$ cat src/rtl/cbc_pkg.sv
package cbc_pkg;
  localparam int LO_W      = 5;
  localparam int HI_W      = 2;
  localparam int BANK_W    = LO_W + HI_W;
  localparam int ROM_OFF_W = 14;
  localparam int RAM_OFF_W = 13;
  localparam int ROM_AW    = BANK_W + ROM_OFF_W;
  localparam int RAM_AW    = HI_W + RAM_OFF_W;
  localparam logic [7:0] EN_KEY = 8'h0A;

  typedef enum logic [2:0] {
    W_ENABLE, W_LOBANK, W_FIELD, W_MODE, W_NONE
  } wr_sel_e;

  typedef struct packed {
    logic            ram_en;
    logic            ram_mode;
    logic [HI_W-1:0] field;
    logic [LO_W-1:0] lo;
  } ctrl_t;

  localparam ctrl_t CTRL_RST = '{ram_en: 1'b0, ram_mode: 1'b0,
                                 field: '0, lo: LO_W'(1)};

  // control register picked by the top three address bits of a write
  function automatic wr_sel_e decode_wr(logic [2:0] top3);
    case (top3)
      3'd0:    return W_ENABLE;
      3'd1:    return W_LOBANK;
      3'd2:    return W_FIELD;
      3'd3:    return W_MODE;
      default: return W_NONE;
    endcase
  endfunction

  // a zero low field is stored as one
  function automatic logic [LO_W-1:0] fix_low(logic [7:0] d);
    if (d[LO_W-1:0] == '0) return LO_W'(1);
    return d[LO_W-1:0];
  endfunction

  function automatic logic [BANK_W-1:0] rom_bank_of(ctrl_t c);
    logic [HI_W-1:0] up;
    up = c.ram_mode ? '0 : c.field;
    return {up, c.lo};
  endfunction

  function automatic logic [HI_W-1:0] ram_bank_of(ctrl_t c);
    return c.ram_mode ? c.field : '0;
  endfunction

  function automatic logic [ROM_AW-1:0] rom_phys(logic [BANK_W-1:0] b,
                                                 logic [ROM_OFF_W-1:0] off);
    return {b, off};
  endfunction

  function automatic logic [RAM_AW-1:0] ram_phys(logic [HI_W-1:0] b,
                                                 logic [RAM_OFF_W-1:0] off);
    return {b, off};
  endfunction

  function automatic logic bank_ok(logic [7:0] b, int unsigned count);
    return 32'(b) < count;
  endfunction
endpackage

$ cat src/rtl/cbc_regs.sv
module cbc_regs
  import cbc_pkg::*;
(
  input  logic    clk,
  input  logic    rst_n,
  input  wr_sel_e sel,
  input  logic [7:0] wdata,
  output ctrl_t   ctrl_q
);
  ctrl_t ctrl_d;
  logic  en_upd, lo_upd, field_upd, mode_upd;

  assign en_upd    = (sel == W_ENABLE);
  assign lo_upd    = (sel == W_LOBANK);
  assign field_upd = (sel == W_FIELD);
  assign mode_upd  = (sel == W_MODE);

  always_comb begin
    ctrl_d = ctrl_q;
    if (en_upd)    ctrl_d.ram_en   = (wdata == EN_KEY);
    if (lo_upd)    ctrl_d.lo       = fix_low(wdata);
    if (field_upd) ctrl_d.field    = wdata[HI_W-1:0];
    if (mode_upd)  ctrl_d.ram_mode = wdata[0];
  end

  always_ff @(posedge clk or negedge rst_n) begin
    if (!rst_n) ctrl_q <= CTRL_RST;
    else        ctrl_q <= ctrl_d;
  end
endmodule

$ cat src/rtl/cbc_rom_map.sv
module cbc_rom_map
  import cbc_pkg::*;
#(
  parameter int ROM_BANKS = 40
) (
  input  logic              rd,
  input  logic [15:0]       addr,
  input  logic [BANK_W-1:0] bank,
  output logic [ROM_AW-1:0] rom_addr,
  output logic              rom_cs,
  output logic              bank_valid
);
  logic in_fixed, in_switch;
  logic [BANK_W-1:0] sel_bank;

  assign in_fixed   = (addr[15:14] == 2'b00);
  assign in_switch  = (addr[15:14] == 2'b01);
  assign sel_bank   = in_switch ? bank : '0;
  assign bank_valid = bank_ok(8'(sel_bank), ROM_BANKS);
  assign rom_addr   = rom_phys(sel_bank, addr[ROM_OFF_W-1:0]);
  assign rom_cs     = rd && (in_fixed || (in_switch && bank_valid));
endmodule

$ cat src/rtl/cbc_ram_map.sv
module cbc_ram_map
  import cbc_pkg::*;
#(
  parameter int RAM_BANKS = 3
) (
  input  logic              rd,
  input  logic              wr,
  input  logic [15:0]       addr,
  input  logic              ram_en,
  input  logic [HI_W-1:0]   bank,
  output logic [RAM_AW-1:0] ram_addr,
  output logic              ram_cs,
  output logic              ram_we,
  output logic              bank_valid
);
  logic in_win;

  assign in_win   = (addr[15:13] == 3'b101);
  assign ram_addr = ram_phys(bank, addr[RAM_OFF_W-1:0]);

  generate
    if (RAM_BANKS == 0) begin : g_no_ram
      assign bank_valid = 1'b0;
    end else begin : g_ram
      assign bank_valid = bank_ok(8'(bank), RAM_BANKS);
    end
  endgenerate

  assign ram_cs = (rd || wr) && in_win && ram_en && bank_valid;
  assign ram_we = ram_cs && wr;
endmodule

$ cat src/rtl/cart_bank_ctrl.sv
module cart_bank_ctrl
  import cbc_pkg::*;
#(
  parameter int ROM_BANKS = 40,
  parameter int RAM_BANKS = 3
) (
  input  logic              clk,
  input  logic              rst_n,
  input  logic [15:0]       cpu_addr,
  input  logic [7:0]        cpu_wdata,
  input  logic              cpu_rd,
  input  logic              cpu_wr,
  output logic [7:0]        cpu_rdata,
  output logic [ROM_AW-1:0] rom_addr,
  output logic              rom_cs,
  input  logic [7:0]        rom_rdata,
  output logic [RAM_AW-1:0] ram_addr,
  output logic [7:0]        ram_wdata,
  output logic              ram_cs,
  output logic              ram_we,
  input  logic [7:0]        ram_rdata
);
  wr_sel_e           wr_sel;
  ctrl_t             ctrl_q;
  logic [BANK_W-1:0] rom_bank_w;
  logic [HI_W-1:0]   ram_bank_w;
  logic              rom_ok, ram_ok;

  // named state for the bound checker
  logic              en_state, mode_state;
  logic [LO_W-1:0]   lo_state;
  logic [HI_W-1:0]   field_state;

  assign wr_sel = cpu_wr ? decode_wr(cpu_addr[15:13]) : W_NONE;

  cbc_regs u_regs (
    .clk    (clk),
    .rst_n  (rst_n),
    .sel    (wr_sel),
    .wdata  (cpu_wdata),
    .ctrl_q (ctrl_q)
  );

  assign rom_bank_w  = rom_bank_of(ctrl_q);
  assign ram_bank_w  = ram_bank_of(ctrl_q);
  assign en_state    = ctrl_q.ram_en;
  assign mode_state  = ctrl_q.ram_mode;
  assign lo_state    = ctrl_q.lo;
  assign field_state = ctrl_q.field;

  cbc_rom_map #(.ROM_BANKS(ROM_BANKS)) u_rom (
    .rd         (cpu_rd),
    .addr       (cpu_addr),
    .bank       (rom_bank_w),
    .rom_addr   (rom_addr),
    .rom_cs     (rom_cs),
    .bank_valid (rom_ok)
  );

  cbc_ram_map #(.RAM_BANKS(RAM_BANKS)) u_ram (
    .rd         (cpu_rd),
    .wr         (cpu_wr),
    .addr       (cpu_addr),
    .ram_en     (en_state),
    .bank       (ram_bank_w),
    .ram_addr   (ram_addr),
    .ram_cs     (ram_cs),
    .ram_we     (ram_we),
    .bank_valid (ram_ok)
  );

  assign ram_wdata = cpu_wdata;

  always_comb begin
    if (rom_cs)                 cpu_rdata = rom_rdata;
    else if (ram_cs && cpu_rd)  cpu_rdata = ram_rdata;
    else                        cpu_rdata = 8'h00;
  end
endmodule

$ cat config.mk
export PLATFORM = sky130hd
export DESIGN_NAME = cart_bank_ctrl
export DESIGN_NICKNAME = d
export VERILOG_FILES = /design/src/rtl/cbc_pkg.sv /design/src/rtl/cbc_regs.sv /design/src/rtl/cbc_rom_map.sv /design/src/rtl/cbc_ram_map.sv /design/src/rtl/cart_bank_ctrl.sv
export SDC_FILE = /design/constraint.sdc
export NUM_CORES = 1
export LEC_CHECK = 0
export ABC_CLOCK_PERIOD_IN_PS = 2400
export CORE_ASPECT_RATIO = 1.4
export CORE_MARGIN = 2
export CORE_UTILIZATION = 28
export CTS_CLUSTER_DIAMETER = 200
export DETAILED_ROUTE_END_ITERATION = 8
export PLACE_DENSITY = 0.81
export SYNTH_ARGS = -nofsm -noshare
export SYNTH_HDL_FRONTEND = slang
export SYNTH_SLANG_ARGS = --single-unit
export TNS_END_PERCENT = 20
$ cat constraint.sdc
create_clock -name clk -period 2.4 [get_ports clk]
set_clock_uncertainty 0.2 [all_clocks]
set_input_delay 0.6 -clock clk [delete_from_list [all_inputs] [get_ports clk]]
set_output_delay 0.6 -clock clk [all_outputs]
set_load 0.01 [all_outputs]
==> impl_results.md <==
* WHS at 0.273 ns
* RD Place Congestion at 0.756
* Cell taking the most area after synthesis: buf_4
* Commonest cells post-synth: buf_4, a32o_1, and2_1, dfrtp_1, mux2_1
* Pin count of the biggest net entering global routing at 10
* Fraction of registers with async set/reset at 100%
* Pre-Repair DR Iteration Count at 4
* Hpwl dp at approximately 2400 um
* Nets at 190
* Initial core utilization at between 20% and 30%
* VDD IR-drop max at ~0.00023 V
* Max_cap viols at 0
* Period utilization at 110%
* Inst Count DP at between 150 and 200
* Synth Cell Area at 898 sq um
* WL/cell at 16.8 um
* Hold Buf Count CTS at 0
* Gr usage total at around 18%
* Clock latency on the worst-skew pair at 0.23 ns
* Num Clock Sinks at 9
* Residual DRC at 0
* Met2 Routed Length at 1540 um
* Worst Setup SP: cpu_addr[15]
* Global-route wire length before repair at 4620 um
* Hold_sp: u_regs.ctrl_q[2]
* Pwr Total at 0.651 mW
* Crit Path Category: in -> out
* Gate Count Post-Synth at 91
* Placed cell areas at 1420 sq um
* CP arrival at 1.85 ns
* Number of diodes at 0
* Via count at 909
* Largest register by flop count: u_regs.ctrl_q
* Synthesized flop and latch total at 9
* Total Die Area at 3680 sq um
* Final WS setup at -0.250 ns
* Most numerous cell in the Yosys netlist: buf_4
* HP Class: reg -> reg
* Critical path's largest stage delay at between 0.3 and 0.4 ns
* Final setup violation count at 9
* Filler cells at 296
* Multi-input logic area at 410 sq um
* Slew @ Worst Pin at 0.407 ns
* Crit path max-delay cell type: nor4bb_4
* Final Hold Fails at 0
* Delay-heaviest family, CP: buffers and inverters
* Fin area at 1510 sq um
* CTS buffer count at 3
* CTS H-tree depth at 1
* Post-synth EDFFs at 0
* Top sig layer: met4
* Detailed Route Iter0 Violations at 17
* Syn nets at 135
* Initial antenna violation count at 0
* Register area share after synthesis at between 20% and 30%
* Failing checks: setup timing
* CTS tree: yes
* Vias in the first global route at 965
* Status: complete, but fails checks
* Row count at 24
* Final WL at 3100 um
* Longest Clk Path Bufs at 2
* Top cells by area, synth: buf_4, dfrtp_1, mux2_1, a32o_1, and2_1
* I/O Pins at 99
* Fin Setup TNS at -1.59 ns
* Dominant synthesized flop cell: dfrtp_1
* Slew Limit Fails at 0
* Core Footprint at around 3100 sq um
* Max FFs per register at 9
* Fmax at 0.377 GHz
* Reg2Reg Launch Point: u_regs.ctrl_q[7]
* Number of library cell types mapped by synthesis at 25
* Die X-Extent at 51.9 um
* RSZ-0062 raised after global routing: true
* Worst Setup End Kind: primary output
* Mean Syn Cell Area at between 9 and 10 sq um
* Final Critical Period at about 2.7 ns
* Overflow after GRT at 0
* Max-slew headroom at 72.8%
* Cell breakdown of the critical path: buf_8 -> nor4bb_4 -> a2111oi_4 -> buf_4 -> buf_6 -> a32o_2 -> buf_6
* Metal-1 WL at 925 um
* Pwr dens at between 400 and 500 nW/um^2
* Leak pwr at between 0.7 and 0.8 nW
* Post-DRT Antenna Nets at 0
* Sequential cell area at roughly 230 sq um
* Synth warnings at 0
* Area Overhead vs Synth at 67.7%
* Layout cells sized above 1 at 40.0%
* Worst EP required at 1.60 ns
* Die H at roughly 70 um
* Worst path most repeated cell: buf_6
* Element type at the critical path start: input pin
* Worst-path fanout max at 4
* Final Non-Filler Cells at ~180
* Regs by FF count: u_regs.ctrl_q x9
* Synth top area share at 29.2%
* Root buffer cell: clkbuf_8
* CTS clk-pin slew, worst paths at 0.04 ns
* Routed vias/inst at roughly 5
* WL met3 at between 300 and 400 um
* CP bufs+invs at 4
* Port Buffers at 59
-- routing by layer --
metal | vias up | global-route usage [%]
met5 | - | 0
met4 | 0 | 18.7
met3 | 32 | 5.91
met2 | 73 | 30.0
met1 | 401 | 14.2
li1 | 403 | -
-- worst reg2reg max path: stages (launching register included) --
cell and delay (ns):
dfrtp_1 0.42, buf_4 0.17, mux2_1 0.28
-- layout by cell type, fill, tap and decap left out, drive strengths merged --
cell type / n
buf: 43
clkdlybuf4s50: 28
dlygate4sd2: 15
mux2: 8
dfrtp: 8
and2: 8
a32o: 8
clkbuf: 4
nor4bb: 3
nor4: 2
nor2: 2
and3b: 2
a21oi: 2
nor2b: 1
or2: 1
inv: 1
a2111oi: 1
nand4b: 1
o21a: 1
nand3: 1
nand2: 1
or4: 1
nor4b: 1
clkdlybuf4s15: 1
dfstp: 1
-- worst paths after layout --
check	end	slack, ns	cells past startpoint
min reg2reg	u_regs.ctrl_q[2]	0.27	1
min	u_regs.ctrl_q[2]	0.27	1
max reg2reg	u_regs.ctrl_q[7]	1.21	2
max in group asynchronous	u_regs.ctrl_q[0]	1.21	1
min in group asynchronous	u_regs.ctrl_q[8]	0.47	1
max	cpu_rdata[3]	-0.25	7
-- layout make-up --
cell class | instances | area share [%]
Multi-Input combinational cell | 44 | 27.2
Inverter | 1 | 0.249
Clock buffer | 4 | 2.99
Tap cell | 39 | 3.24
Timing Repair Buffer | 87 | 51.2
Sequential cell | 9 | 15.0
-- metrics by stage --
stage	utilization (%)	setup WS (ns)
after floorplan	-	0.0237
after global placement	45.8	-0.848
after detailed placement	45.8	-0.908
after CTS	47.9	-0.221
after global routing	48.7	-0.292
final	48.7	-0.250
-- timing repair --
action	CTS	global route
resized for setup	90	4
setup buffers	4	2
pin swaps	8	6
endpoints found under the setup margin	28	12
gates cloned	2	0
-- logic make-up after synthesis --
group / after synthesis / share of synthesized area [%]
and+or+nand+nor: 24 / 19.9
AOI/OAI and AO/OA: 12 / 14.3
DFF: 9 / 25.2
muxes: 8 / 10.0
buffers and inverters: 38 / 30.5
-- where the power goes --
part / switching, mW / leakage [nW] / internal, mW
Clock: 0.0588 / 0.0228 / 0.116
Sequential: 0.0230 / 0.109 / 0.185
Combinational: 0.101 / 0.591 / 0.168
No activity file was read; power rests on OpenSTA's default activity.
